$ cat src/rtl/tone_pkg.sv
package tone_pkg;
  localparam int unsigned PORT_W = 4;
  localparam int unsigned WORD_W = 16;

  typedef logic [PORT_W-1:0] port_t;
  typedef logic [WORD_W-1:0] word_t;

  typedef struct packed {
    logic  en;
    port_t addr;
    word_t data;
  } io_wr_t;
endpackage

$ cat src/rtl/tone_port_decode.sv
module tone_port_decode
  import tone_pkg::*;
#(
  parameter int unsigned NUM_CH   = 4,
  parameter int unsigned PER_BASE = 4,
  parameter int unsigned VOL_BASE = 8
) (
  input  io_wr_t              wr_i,
  output logic [NUM_CH-1:0]   per_we_o,
  output logic [NUM_CH/2-1:0] vol_we_o
);
  localparam int unsigned NUM_PAIR = NUM_CH / 2;

  for (genvar i = 0; i < NUM_CH; i++) begin : g_per
    assign per_we_o[i] = wr_i.en && (wr_i.addr == port_t'(PER_BASE + i));
  end

  for (genvar p = 0; p < NUM_PAIR; p++) begin : g_vol
    assign vol_we_o[p] = wr_i.en && (wr_i.addr == port_t'(VOL_BASE + p));
  end
endmodule

$ cat src/rtl/tone_channel.sv
module tone_channel #(
  parameter int unsigned CNT_W = 16
) (
  input  logic             clk_i,
  input  logic             rst_ni,
  input  logic             tick_i,
  input  logic             per_we_i,
  input  logic [CNT_W-1:0] per_d_i,
  output logic             tone_o,
  output logic [CNT_W-1:0] per_o,
  output logic [CNT_W-1:0] cnt_o
);
  localparam logic [CNT_W-1:0] ONE = CNT_W'(1);

  logic [CNT_W-1:0] per_q, cnt_q;
  logic             pol_q;
  logic             cnt_zero, cnt_last;

  assign cnt_zero = (cnt_q == '0);
  assign cnt_last = (cnt_q == ONE);

  // period change does not touch the running count
  always_ff @(posedge clk_i or negedge rst_ni) begin
    if (!rst_ni)       per_q <= '0;
    else if (per_we_i) per_q <= per_d_i;
  end

  always_ff @(posedge clk_i or negedge rst_ni) begin
    if (!rst_ni) cnt_q <= '0;
    else if (tick_i) cnt_q <= cnt_zero ? per_q : cnt_q - ONE;
  end

  // zero period parks the output high
  always_ff @(posedge clk_i or negedge rst_ni) begin
    if (!rst_ni)                  pol_q <= 1'b1;
    else if (per_q == '0)         pol_q <= 1'b1;
    else if (tick_i && cnt_last)  pol_q <= ~pol_q;
  end

  assign tone_o = pol_q;
  assign per_o  = per_q;
  assign cnt_o  = cnt_q;
endmodule

$ cat src/rtl/tone_vol_bank.sv
module tone_vol_bank
  import tone_pkg::*;
#(
  parameter int unsigned NUM_CH = 4,
  parameter int unsigned VOL_W  = 8
) (
  input  logic                      clk_i,
  input  logic                      rst_ni,
  input  logic [NUM_CH/2-1:0]       vol_we_i,
  input  word_t                     data_i,
  output logic [NUM_CH*VOL_W-1:0]   vol_o
);
  localparam int unsigned NUM_PAIR = NUM_CH / 2;

  logic [VOL_W-1:0] vol_q [NUM_CH];

  for (genvar p = 0; p < NUM_PAIR; p++) begin : g_pair
    // high byte to the even voice, low byte to the odd voice
    always_ff @(posedge clk_i or negedge rst_ni) begin
      if (!rst_ni) begin
        vol_q[2*p]   <= '0;
        vol_q[2*p+1] <= '0;
      end else if (vol_we_i[p]) begin
        vol_q[2*p]   <= data_i[2*VOL_W-1:VOL_W];
        vol_q[2*p+1] <= data_i[VOL_W-1:0];
      end
    end
  end

  for (genvar i = 0; i < NUM_CH; i++) begin : g_out
    assign vol_o[i*VOL_W +: VOL_W] = vol_q[i];
  end
endmodule

$ cat src/rtl/tone_gen4.sv
module tone_gen4
  import tone_pkg::*;
#(
  parameter int unsigned NUM_CH   = 4,
  parameter int unsigned VOL_W    = 8,
  parameter int unsigned PER_BASE = 4,
  parameter int unsigned VOL_BASE = 8
) (
  input  logic                    clk_i,
  input  logic                    rst_ni,
  input  logic                    tick_i,
  input  logic                    wr_en_i,
  input  logic [3:0]              wr_addr_i,
  input  logic [15:0]             wr_data_i,
  output logic [NUM_CH-1:0]       tone_o,
  output logic [NUM_CH*VOL_W-1:0] vol_o
);
  localparam int unsigned CNT_W    = WORD_W;
  localparam int unsigned NUM_PAIR = NUM_CH / 2;

  io_wr_t              wr;
  logic [NUM_CH-1:0]   per_we;
  logic [NUM_PAIR-1:0] vol_we;
  logic [CNT_W-1:0]    per_q [NUM_CH];
  logic [CNT_W-1:0]    cnt_q [NUM_CH];

  assign wr.en   = wr_en_i;
  assign wr.addr = wr_addr_i;
  assign wr.data = wr_data_i;

  tone_port_decode #(
    .NUM_CH  (NUM_CH),
    .PER_BASE(PER_BASE),
    .VOL_BASE(VOL_BASE)
  ) u_dec (
    .wr_i    (wr),
    .per_we_o(per_we),
    .vol_we_o(vol_we)
  );

  for (genvar i = 0; i < NUM_CH; i++) begin : g_ch
    tone_channel #(.CNT_W(CNT_W)) u_ch (
      .clk_i   (clk_i),
      .rst_ni  (rst_ni),
      .tick_i  (tick_i),
      .per_we_i(per_we[i]),
      .per_d_i (wr_data_i),
      .tone_o  (tone_o[i]),
      .per_o   (per_q[i]),
      .cnt_o   (cnt_q[i])
    );
  end

  tone_vol_bank #(
    .NUM_CH(NUM_CH),
    .VOL_W (VOL_W)
  ) u_vol (
    .clk_i   (clk_i),
    .rst_ni  (rst_ni),
    .vol_we_i(vol_we),
    .data_i  (wr_data_i),
    .vol_o   (vol_o)
  );
endmodule

$ cat config.mk
export PLATFORM = sky130hd
export DESIGN_NAME = tone_gen4
export DESIGN_NICKNAME = d
export VERILOG_FILES = /design/src/rtl/tone_pkg.sv /design/src/rtl/tone_port_decode.sv /design/src/rtl/tone_channel.sv /design/src/rtl/tone_vol_bank.sv /design/src/rtl/tone_gen4.sv
export SDC_FILE = /design/constraint.sdc
export NUM_CORES = 1
export LEC_CHECK = 0
export BUFFER_PORTS_ARGS = -buffer_cell sky130_fd_sc_hd__buf_2
export CAP_MARGIN = 20
export CORE_MARGIN = 4
export CORE_UTILIZATION = 37
export DETAILED_ROUTE_END_ITERATION = 12
export PLACE_DENSITY = 0.58
export SLEW_MARGIN = 0
export SYNTH_ARGS = -nofsm -noshare
export SYNTH_HDL_FRONTEND = slang
export SYNTH_HIERARCHICAL = 1
export SYNTH_SLANG_ARGS = --single-unit
$ cat constraint.sdc
create_clock -name clk_i -period 3.5 [get_ports clk_i]
set_input_delay 0.525 -clock clk_i [delete_from_list [all_inputs] [get_ports clk_i]]
set_output_delay 0.525 -clock clk_i [all_outputs]
set_load 0.05 [all_outputs]
==> flow_metrics.py <==
metrics = {
    "cts": {
        "clk_path_buf_depth": 2,
        "cts_resized": 0,
        "clkLatencyLatePin_ns": 0.42,
        "clkTransAtPathRegs_ns": 0.07,
        "post_cts_buffers": 0,
        "cts_max_level": 4,
        "cts_buffers": 17,
        "cts.sinks": 164,
        "hold_buffers": 0,
        "cts-root-buf": "clkbuf_16",
        "cts_tree": "built",
    },
    "layout": {
        "final-seq-area_sq_mm": 0.00411,
        "fin_nets": 857,
        "fin_area_sq_mm": 0.00965,
        "syn2layout_area_growth_pct": 12.6,
        "final_util_pct": 42.5,
        "fill_cells": 2194,
        "multi_input_area_sq_mm": 0.00404,
        "layout-drive-gt1-share_pct": 28.9,
        "diodes": 0,
    },
    "synth": {
        "yosysUniqueCellTypes": 54,
        "ys_warn_count": 6,
        "synth_area_sq_mm": 0.00857,
        "ys_seq_area_share_pct": 47.9,
        "synth_edf_count": 0,
        "netlist_instances": 773,
        "ys_ff_latch": 164,
        "synth_flop_cell": "dfrtp_1",
        "async_flop_share_pct": 100,
        "synth_fp_nets": 809,
        "postSynthAreaPerCell_sq_um": 11.1,
    },
    "worst_setup_path": {
        "end_kind": "register",
        "crit_family": "simple AND/OR/NAND/NOR gates",
        "path_buf_inv": 0,
        "max_stage_delay_ns": 0.55,
        "crit_path_start_kind": "register",
        "cp_data_required_time_ns": 3.82,
        "timing.rr.start": "g_ch[3].u_ch/cnt_o[8]",
        "cp_slowest_cell": "or4_4",
        "timing.rr.end": "g_ch[3].u_ch/cnt_o[2]",
        "cp-startpoint": "g_ch[3].u_ch/cnt_o[8]",
        "path_cells": "or4_4, or4_1, or2_1, mux2_4, a22o_1",
        "path_class": "register to register",
        "ff2ff_path_depth": 5,
        "r2r_slack_ns": 0.81,
        "worstPathArrival_ns": 3.01,
        "cp_max_fo": 16,
    },
    "timing": {
        "final_hold_viol_count": 0,
        "fin_crit_sh_pct": 76.8,
        "setup_viol": 0,
        "worstMarginPinSlew_ns": 0.683,
        "slew_violations": 0,
        "timing.fmax_ghz": 0.372,
        "final.setup.tns_ns": 0,
        "rsz0062_at_grt": "no",
        "worst_slew_margin_rel_pct": 54.5,
        "fin_ws_ns": 0.811,
        "worst_clock_skew_ns": 0.00754,
        "finalCriticalPeriod_ns": 2.69,
    },
    "die": {
        "die_x_microns": 160,
        "io_pins": 60,
        "dieArea_sq_mm": 0.0257,
        "dieHeight_microns": 160,
        "placementRows": 55,
        "start_util_pct": 37.8,
        "core_area_sq_mm": 0.0227,
    },
    "detailed_routing": {
        "viasPerCell": 5.67,
        "dr_total_vias": 6337,
        "drt_pass1_iterations": 5,
        "ant_nets": 0,
        "routed_wl_microns": 20800,
        "wire_per_inst_microns": 18.6,
        "drtIter0Drc": 416,
        "drc": 0,
    },
    "place": {
        "portBuffers": 59,
        "dpl_cell_area_sq_mm": 0.00910,
        "pre_cts_ws_ns": 0.819,
        "gp_routability_congestion": 0.831,
        "dp_hpwl_microns": 14500,
    },
    "pwr": {
        "cellLeakagePower_nw": 4.04,
        "pwr_density_cell_mw_per_mm2": 716,
        "irDropWorstVdd_v": 0.000369,
    },
    "global_route": {
        "grt-ovfl-total": 0,
        "grt_max_degree": 71,
        "grt_pass1_vias": 6128,
        "antenna_found_initial": 0,
        "grt_pass1_wl_microns": 34200,
        "grt_use_total_pct": 16.5,
    },
    "worst_hold_path": {
        "worstHoldPathType": "primary input to async pin",
    },
    "run": {
        "maxCapViolations": 0,
    },
    "outcome": {
        "outcome": "complete, no violations",
    },
}
-- how the worst max path moves through the flow --
stage | endpoint | cells after the start
global placement | g_ch[3].u_ch/cnt_o[2] | 5
finish | g_ch[3].u_ch/cnt_o[2] | 5
CTS | g_ch[3].u_ch/cnt_o[2] | 5
floorplan | g_ch[3].u_ch/cnt_o[2] | 7
detailed placement | g_ch[3].u_ch/cnt_o[2] | 5
global route | g_ch[3].u_ch/cnt_o[2] | 5
-- final cells by class --
cell class	instances	area share, %
flip-flops and latches	164	42.6
multi-input cells	518	41.8
clock buffers	19	4.59
repair buffers	74	4.42
inverters	46	1.79
clock inverters	12	1.13
well taps	285	3.69
-- placed cells by master (no fill, tap or decap), types with 4 or more instances in the layout --
master / n
dfstp_2: 4
mux2_4: 21
dfrtp_1: 160
a22oi_1: 11
clkinvlp_4: 5
buf_2: 58
o31ai_1: 6
inv_1: 46
o32ai_1: 6
mux2_2: 67
nand4_1: 29
nor3b_2: 6
o211a_1: 15
a31oi_1: 13
nor4_1: 29
nand2b_1: 5
clkbuf_16: 17
nor3_1: 38
nor4b_1: 4
nor2b_1: 4
a41oi_1: 15
o2bb2ai_1: 10
a21oi_1: 20
nor3_2: 6
mux2i_1: 6
a311oi_2: 9
nand3_1: 29
o21ai_0: 59
buf_4: 14
nand2_1: 26
nor2_1: 29
ha_1: 12
-- sequential cells by signal, indices dropped and copies added, names as in the netlist --
name              flops
u_vol/vol_o          32
g_ch.u_ch/tone_o      4
g_ch.u_ch/cnt_o      64
g_ch.u_ch/per_o      64
-- synthesized netlist by cell type (all sizes together) (4+ instances only) --
cell,number,area share (%)
o21ai,59,3.4
clkbuf,27,1.2
nor3,45,3.0
a41oi,15,1.5
o211a,15,1.8
nand3,29,1.7
nor2,30,1.3
nor4,32,2.9
nand4,29,2.1
ha,12,1.8
o32ai,6,0.61
a22oi,11,0.96
nor3b,9,1.1
nand2b,8,0.67
nor4b,7,1.2
mux2i,6,0.70
a21oi,20,1.2
or4,4,0.39
o31ai,6,0.53
nand2,26,1.1
o2bb2ai,10,1.0
mux2,88,12
buf,18,2.0
dfrtp,160,47
inv,46,2.0
a31oi,13,0.95
nor2b,4,0.29
dfstp,4,1.2
a311oi,9,1.6
-- cells by family (layout without fill, tap and decap cells) --
kind of cell             after synthesis  count (layout)  share of synthesized area [%]
AND/OR/NAND/NOR                      238             238                           17.4
XOR/XNOR                               1               1                          0.102
multiplexers                          94              94                           13.2
buffers and inverters                 91             151                           5.17
AO/OA/AOI/OAI                        173             173                           14.5
flip-flops                           164             164                           47.9
adder cells (fa/ha/maj)               12              12                           1.75
-- metrics by stage --
stage / power (W) / std cells / hold WS, ns
floorplan: 0.00456 / 773 / 0.229
global placement: 0.00512 / 1087 / 0.485
detailed placement: 0.00516 / 1087 / 0.486
CTS: 0.00696 / 1118 / 0.132
global route: 0.00734 / 1118 / 0.161
finish: 0.00691 / 1118 / 0.114
-- power breakdown --
part | leakage [nW] | internal, W | switching, W | total (W)
clock network | 0.257 | 0.000993 | 0.000782 | 0.00178
logic | 1.80 | 0.000847 | 0.00121 | 0.00205
registers | 1.98 | 0.00241 | 0.000678 | 0.00309
-- routing by layer --
layer,up-vias,global-route usage [%],share of wire (%)
met3,20,3.43,4.1
li1,3024,-,-
met1,3162,23.9,49
met4,0,4.58,1.3
met5,-,0,0
met2,131,25.3,45
Power figures use the tool's default switching activity.
